$ cat config.mk
export PLATFORM = sky130hd
export DESIGN_NAME = lowside_prebias_ramp
export DESIGN_NICKNAME = d
export VERILOG_FILES = /design/src/rtl/lowside_prebias_ramp_pkg.sv /design/src/rtl/lowside_prebias_hs_edge.sv /design/src/rtl/lowside_prebias_sequencer.sv /design/src/rtl/lowside_prebias_window.sv /design/src/rtl/lowside_prebias_ramp.sv
export SDC_FILE = /design/constraint.sdc
export NUM_CORES = 1
export LEC_CHECK = 0
export ABC_CLOCK_PERIOD_IN_PS = 2200
export BUFFER_PORTS_ARGS = -buffer_cell sky130_fd_sc_hd__buf_2
export CAP_MARGIN = 0
export CORE_AREA = 3 3 70 72
export CTS_CLUSTER_SIZE = 24
export DETAILED_ROUTE_END_ITERATION = 7
export DIE_AREA = 0 0 73 75
export PLACE_DENSITY = 0.71
export SETUP_SLACK_MARGIN = 0.3
export SLEW_MARGIN = 20
export SYNTH_ARGS = -nofsm -noshare
export SYNTH_HDL_FRONTEND = slang
export SYNTH_HIERARCHICAL = 1
export SYNTH_SLANG_ARGS = --single-unit
$ cat constraint.sdc
create_clock -name clk -period 2.2 [get_ports clk]
set_input_delay 0.55 -clock clk [delete_from_list [all_inputs] [get_ports clk]]
set_output_delay 0.55 -clock clk [all_outputs]
set_load 0.02 [all_outputs]
$ cat src/rtl/lowside_prebias_ramp_pkg.sv
package lowside_prebias_ramp_pkg;

    // Widest nominal on-time the scaling function supports.
    localparam int NOM_MAX_W = 16;
    // Counter width able to hold the largest pulses-per-step value (32).
    localparam int PPS_W     = 6;
    localparam int STEP_W    = 2;

    typedef enum logic [1:0] {
        PH_IDLE,   // start not requested
        PH_WAIT,   // diode mode, waiting for the first high-side pulse
        PH_RAMP,   // windowed low-side conduction
        PH_DONE    // drive passed through
    } phase_t;

    // Quarter multiple of the nominal width, built from shifts and adds.
    // The step index is 0..3 and maps to 1/4, 2/4, 3/4 and 4/4.
    function automatic logic [NOM_MAX_W-1:0] quarter_scale(
        input logic [NOM_MAX_W-1:0] nom,
        input logic [STEP_W-1:0]    step
    );
        logic [NOM_MAX_W+1:0] ext;
        logic [NOM_MAX_W+1:0] res;
        ext = {2'b00, nom};
        case (step)
            2'd0:    res = ext >> 2;
            2'd1:    res = ext >> 1;
            2'd2:    res = (ext + (ext << 1)) >> 2;
            default: res = ext;
        endcase
        return res[NOM_MAX_W-1:0];
    endfunction

    // Pulses spent at each step, from the 2-bit selector.
    function automatic logic [PPS_W-1:0] steps_pulses(input logic [1:0] sel);
        case (sel)
            2'b00:   return PPS_W'(32);
            2'b01:   return PPS_W'(16);
            default: return PPS_W'(8);
        endcase
    endfunction

endpackage

$ cat src/rtl/lowside_prebias_hs_edge.sv
module lowside_prebias_hs_edge (
    input  logic clk,
    input  logic rst,
    input  logic hs_gate,
    output logic hs_fall
);
    logic hs_q;

    always_ff @(posedge clk) begin
        if (rst) hs_q <= 1'b0;
        else     hs_q <= hs_gate;
    end

    assign hs_fall = hs_q & ~hs_gate;
endmodule

$ cat src/rtl/lowside_prebias_sequencer.sv
module lowside_prebias_sequencer
    import lowside_prebias_ramp_pkg::*;
(
    input  logic              clk,
    input  logic              rst,
    input  logic              start_req,
    input  logic              hs_gate,
    input  logic              hs_fall,
    input  logic [1:0]        pps_sel,
    output phase_t            phase,
    output logic [STEP_W-1:0] step,
    output logic              load_win
);
    localparam logic [STEP_W-1:0] LAST_STEP = '1;

    logic [PPS_W-1:0] pcnt;
    logic [PPS_W-1:0] pps_last;
    logic             last_done;

    assign pps_last = steps_pulses(pps_sel) - PPS_W'(1);
    assign load_win = (phase == PH_RAMP) && hs_fall && !last_done;

    always_ff @(posedge clk) begin
        if (rst || !start_req) begin
            phase     <= PH_IDLE;
            step      <= '0;
            pcnt      <= '0;
            last_done <= 1'b0;
        end else begin
            case (phase)
                PH_IDLE: phase <= PH_WAIT;
                PH_WAIT: if (hs_gate) phase <= PH_RAMP;
                PH_RAMP: begin
                    if (load_win) begin
                        if (pcnt == pps_last) begin
                            pcnt <= '0;
                            if (step == LAST_STEP) last_done <= 1'b1;
                            else                   step <= step + 1'b1;
                        end else begin
                            pcnt <= pcnt + 1'b1;
                        end
                    end
                    if (last_done && hs_gate) phase <= PH_DONE;
                end
                default: phase <= PH_DONE;
            endcase
        end
    end
endmodule

$ cat src/rtl/lowside_prebias_window.sv
module lowside_prebias_window #(
    parameter int NOM_W = 10
) (
    input  logic             clk,
    input  logic             rst,
    input  logic             clear,
    input  logic             hs_gate,
    input  logic             load,
    input  logic [NOM_W-1:0] limit,
    output logic             open
);
    logic [NOM_W-1:0] remain;

    always_ff @(posedge clk) begin
        if (rst || clear || hs_gate) remain <= '0;
        else if (load)               remain <= limit;
        else if (remain != '0)       remain <= remain - 1'b1;
    end

    assign open = (remain != '0);
endmodule

$ cat src/rtl/lowside_prebias_ramp.sv
module lowside_prebias_ramp
    import lowside_prebias_ramp_pkg::*;
#(
    parameter int NOM_W = 10
) (
    input  logic             clk,
    input  logic             rst,
    input  logic             start_req,
    input  logic             hs_gate,
    input  logic             ls_drive_in,
    input  logic [NOM_W-1:0] nom_on_cycles,
    input  logic [1:0]       pps_sel,
    output logic             ls_gate,
    output logic             ramp_done
);
    phase_t            phase;
    logic [STEP_W-1:0] step;
    logic              load_win;
    logic              hs_fall;
    logic              win_open;
    logic [NOM_W-1:0]  limit;

    assign limit = NOM_W'(quarter_scale(NOM_MAX_W'(nom_on_cycles), step));

    lowside_prebias_hs_edge u_edge (
        .clk     (clk),
        .rst     (rst),
        .hs_gate (hs_gate),
        .hs_fall (hs_fall)
    );

    lowside_prebias_sequencer u_seq (
        .clk       (clk),
        .rst       (rst),
        .start_req (start_req),
        .hs_gate   (hs_gate),
        .hs_fall   (hs_fall),
        .pps_sel   (pps_sel),
        .phase     (phase),
        .step      (step),
        .load_win  (load_win)
    );

    lowside_prebias_window #(.NOM_W(NOM_W)) u_win (
        .clk     (clk),
        .rst     (rst),
        .clear   (phase != PH_RAMP),
        .hs_gate (hs_gate),
        .load    (load_win),
        .limit   (limit),
        .open    (win_open)
    );

    always_comb begin
        ls_gate = 1'b0;
        if (start_req) begin
            if (phase == PH_DONE)
                ls_gate = ls_drive_in;
            else if (phase == PH_RAMP)
                ls_gate = win_open && !hs_gate && ls_drive_in;
        end
    end

    assign ramp_done = (phase == PH_DONE);
endmodule

Word level (Yosys, flattened, before mapping)
Index checks and enable logic that the tools add are counted.
- add/subtract/negate cells: 5
- eq/ne operators: 11
- muxes and demuxes: 11
- bitwise gates (word level): 3
- reductions and logical operators: 20
- operators by type and width (operator ; count):
    one-hot mux 10 bit (3 select lines) ; 1
    two-way mux 10 bit ; 2
    adder 10 x 11 -> 12 bit ; 1
    one-hot mux 6 bit (2 select lines) ; 1
    nonzero test 10 bit ; 1
    subtractor 10 x 1 -> 10 bit, second input constant ; 1
    == test 2 bit, second input constant ; 4
    AND reduction 4 bit ; 2
    adder 6 x 1 -> 6 bit, second input constant ; 1
    == test 2 x 1 -> 1 bit, second input constant ; 3
    == test 6 bit ; 1
    logical NOT 2 bit ; 3
    two-way mux 6 bit ; 1
    one-hot mux 2 bit (3 select lines) ; 1
    subtractor 6 x 1 -> 6 bit, second input constant ; 1
    logical AND 1 bit ; 5
    two-way mux 2 bit ; 2
    != test 2 bit, second input constant ; 2
    AND reduction 2 bit ; 2
    logical NOT 1 bit ; 3
    logical OR 1 bit ; 3
    two-way mux 1 bit ; 3
    adder 2 x 1 -> 2 bit, second input constant ; 1
    != test 2 x 1 -> 1 bit, second input constant ; 1
    3 further kinds ; 4
- register bits after elaboration: 22

Depth between registers and ports, before layout
- depth after elaboration: 6
- depth in mapped cells: 9

By module
The synthesis kept the hierarchy.
- by module, submodules not included (module ; instances ; cells each ; area an instance (um^2) ; sequential area each (um^2)):
    lowside_prebias_ramp ; 1 ; 79 ; 714.4 ; 0.0
    lowside_prebias_window ; 1 ; 68 ; 585.6 ; 200.2
    lowside_prebias_sequencer ; 1 ; 56 ; 541.8 ; 220.2
    lowside_prebias_hs_edge ; 1 ; 3 ; 35.0 ; 20.0

Worst setup path after synthesis
Ideal clock, no wire load.
- path kind: input port to flip-flop
- start: input port nom_on_cycles[1]
- end: register u_win.remain[7]
- library setup time: 0.117 ns
- arrival time: 2.252 ns
- setup slack: -0.169 ns
- stages: 8
- buffers on the path: 0
- cell sequence: inv_1 > fa_1 > nand2b_1 > a21o_1 > a21oi_2 > xnor2_1 > mux4_2 > a32o_1
- word-level cells in the longest chain between the ends: 3
- RTL lines (item ; line ; RTL):
    start: declaration ; lowside_prebias_ramp.sv:11 ; input logic [NOM_W-1:0] nom_on_cycles,
    adder 10 x 11 -> 12 bit ; lowside_prebias_ramp_pkg.sv:28 ; 2'd2: res = (ext + (ext << 1)) >> 2;
    one-hot mux 10 bit (3 select lines) ; lowside_prebias_ramp_pkg.sv:25 ; case (step)
    net limit[7] ; lowside_prebias_ramp.sv:21 ; logic [NOM_W-1:0] limit;
    two-way mux 10 bit ; lowside_prebias_window.sv:16 ; else if (load) remain <= limit;
    end signal: assignment ; lowside_prebias_window.sv:16 ;
    end signal: assignment ; lowside_prebias_window.sv:17 ; else if (remain != '0) remain <= remain - 1'b1;
    end: declaration ; lowside_prebias_window.sv:12 ; logic [NOM_W-1:0] remain;
The timed path passes the listed nets, and every way through them passes these cells.
A chain may end at the register's enable or synchronous reset.

Worst setup path in the final report
Ends and elaborated chain as after synthesis.

==> qor.yml <==
clock_tree:
  clkSinkCount: 22
  clk_pin_slew_ps: 80
  cts_root_buffer: "clkbuf_8"
  numCtsBuffers: 3
  insertion_delay_ps: 260
  cts_hold_buf: 0
  cts_buffer_depth: 2
  cts_tree: "yes"
  h-tree-depth: 1
yosys:
  async_reset_ff_share_pct: 0
  syn_area_mm2: 0.00188
  synthDominantCellAreaShare_pct: 23.5
  synthCells: 206
  synth.area.top_cells: "dfxtp_1 (23%), mux4_2 (9.6%), ha_1 (8.0%), xor2_1 (5.6%), a21oi_1 (4.0%)"
  avgSynthCellArea_um2: 9.11
  ys_seq_area_share_pct: 23.5
  synth_edf_count: 0
  ys_types: 52
  syn-num-nets: 236
  yosys-top-cells-count: "dfxtp_1 (22), a21oi_1 (15), nor2_1 (15)"
  yosys.area.top_type: "dfxtp_1"
  ys_ff_latch: 22
  dominantRegCellSynth: "dfxtp_1"
  yosysWarnings: 6
  synth_most_common_cell: "dfxtp_1"
floorplanning:
  ios: 19
  dieArea_mm2: 0.00548
  fp.dieW_um: 73
  fp.dieH_um: 75
  core_mm2: 0.00435
  rows: 24
  initial_core_util_pct: 43.1
detailed_routing:
  num_vias: 1703
  first_iter_violations: 60
  final_antenna_net_count: 0
  avgViaCountPerCell: 5.57
  wl_per_cell_um: 14.1
  postRouteWirelength_mm: 4.31
  drcViolationCount: 0
  drt-pass1-iter-count: 4
timing:
  rsz0062_at_grt: "true"
  clock-skew-final_ps: 5.93
  hold_viol_final: 0
  holdWs_ps: 467
  setup_violations: 0
  slew_headroom_pct: 62.1
  period_share_pct: 99.3
  fmax_ghz: 0.458
  worst_slew_pin_slew_ps: 568
  slew_violations: 0
  fin_crit_ps: 2190
power_and_ir_drop:
  powerDensity_mw_per_mm2: 416
  p_total_mw: 1.07
  vdd_drop_max_mv: 0.356
  p_leak_nw: 1.05
critical_path:
  crit_type: "input pin to register"
  cp_data_required_time_ps: 2360
  crit_path_start: "nom_on_cycles[1]"
  reg2reg_to: "u_win/remain[7]$_SDFFE_PP0P_"
  cp.arrival_ps: 2340
  r2r_slack_ps: 460
  setup.worst_path.end: "u_win/remain[7]$_SDFFE_PP0P_"
  path_max_fanout: 3
  critPathCaptureType: "register"
  startpoint_type: "input pin"
  r2r_cells: 3
  r2r_start: "u_seq/step[0]$_SDFFE_PP0P_"
final_layout:
  antennaDiodeCount: 0
  drive_gt1_share_pct: 43.3
  area_growth_pct: 37.8
  utilization_pct: 59.4
  num-nets-final: 285
grt:
  grt_pass1_wl_mm: 7.18
  track_usage_pct: 16.4
  grt_pass1_vias: 1625
  grt_max_degree: 18
  gr-total-overflow: 0
  antenna_found_initial: 0
worst_hold_path:
  hold_path_class: "register to register"
  min_from: "u_seq/last_done$_SDFFE_PP0P_"
place:
  place_hpwl_mm: 3.14
  gp_congestion: 0.813
  place.port_buffers: 18
outcome:
  status: "finished clean"
job:
  maxCapViolations: 0
==> how the worst min path moves through the flow <==
| stage | slack (ps) | depth (start not counted) | to |
|---|---|---|---|
| finish | 470 | 2 | u_seq/last_done$_SDFFE_PP0P_ |
| global route | 480 | 2 | u_edge/hs_q$_SDFF_PP0_ |
| CTS | 470 | 2 | u_seq/last_done$_SDFFE_PP0P_ |
| detailed placement | 460 | 2 | u_seq/last_done$_SDFFE_PP0P_ |
| global placement | 450 | 2 | u_seq/last_done$_SDFFE_PP0P_ |
| floorplan | 440 | 2 | u_seq/last_done$_SDFFE_PP0P_ |
==> area by class of cell <==
type / count / area (µm²)
fill: 331 / 1770
multi-input combinational: 165 / 1550
sequential: 22 / 443
timing repair buffer: 50 / 402
tap: 52 / 65.1
inverter: 13 / 51.3
clock buffer: 3 / 41.3
clock inverter: 1 / 30.0
==> critical path, stage by stage <==
cell and delay [ps]:
buf_12 90, inv_4 30, fa_2 380, nand2b_4 160, a21o_1 180, a21oi_2 180, xnor2_1 80, mux4_2 460
a32o_1 220
==> sequential cells by signal, summed over array words and instances (netlist names) <==
name	flops
u_seq/last_done	1
u_seq/phase	2
u_seq/pcnt	6
u_win/remain	10
u_edge/hs_q	1
u_seq/step	2
==> per-stage QoR <==
step	instances	setup TNS (ps)	instance area, µm²	setup slack, ps
after CTS	303	0	2490	56.4
final	306	0	2590	14.8
after global routing	306	-73.3	2590	-31.5
after global placement	295	-1060	2290	-316
after floorplan	206	-113	2000	-113
after detailed placement	295	-1340	2290	-364
==> routing by layer <==
layer / global-route usage [%] / wire length, µm
met5: 0 / 0
met4: 8.40 / 129
met3: 1.74 / 94
met2: 28.3 / 2210
met1: 20.4 / 1870
==> report_power, final <==
part | internal, mW | switching (mW) | leakage, nW | total (mW)
sequential | 0.400 | 0.00255 | 0.179 | 0.403
clock | 0.243 | 0.135 | 0.0357 | 0.378
combinational | 0.169 | 0.126 | 0.833 | 0.295
total | 0.812 | 0.263 | 1.05 | 1.07
==> placed cells by master, fill, tap and decap left out, types with 9 or more instances in the layout <==
cell | synthesis | layout
dfxtp_1 | 22 | 20
xor2_1 | 12 | 12
nand3_1 | 9 | 9
buf_4 | 0 | 29
buf_2 | 0 | 11
a21oi_2 | 1 | 9
nor2_1 | 15 | 14
==> logic make-up after synthesis <==
kind of cell    synth area share (%)
compound gates                  15.0
xor+xnor                        9.33
fa+ha+maj                       9.07
buf+inv                         5.27
flops                           23.5
mux                             11.8
simple gates                    26.1
==> what timing repair did <==
item,4_1_cts,5_1_grt
buffers inserted,4,3
resized for setup,28,18
pin swaps,25,16
setup endpoints to repair,9,9
Power figures use the tool's default switching activity.
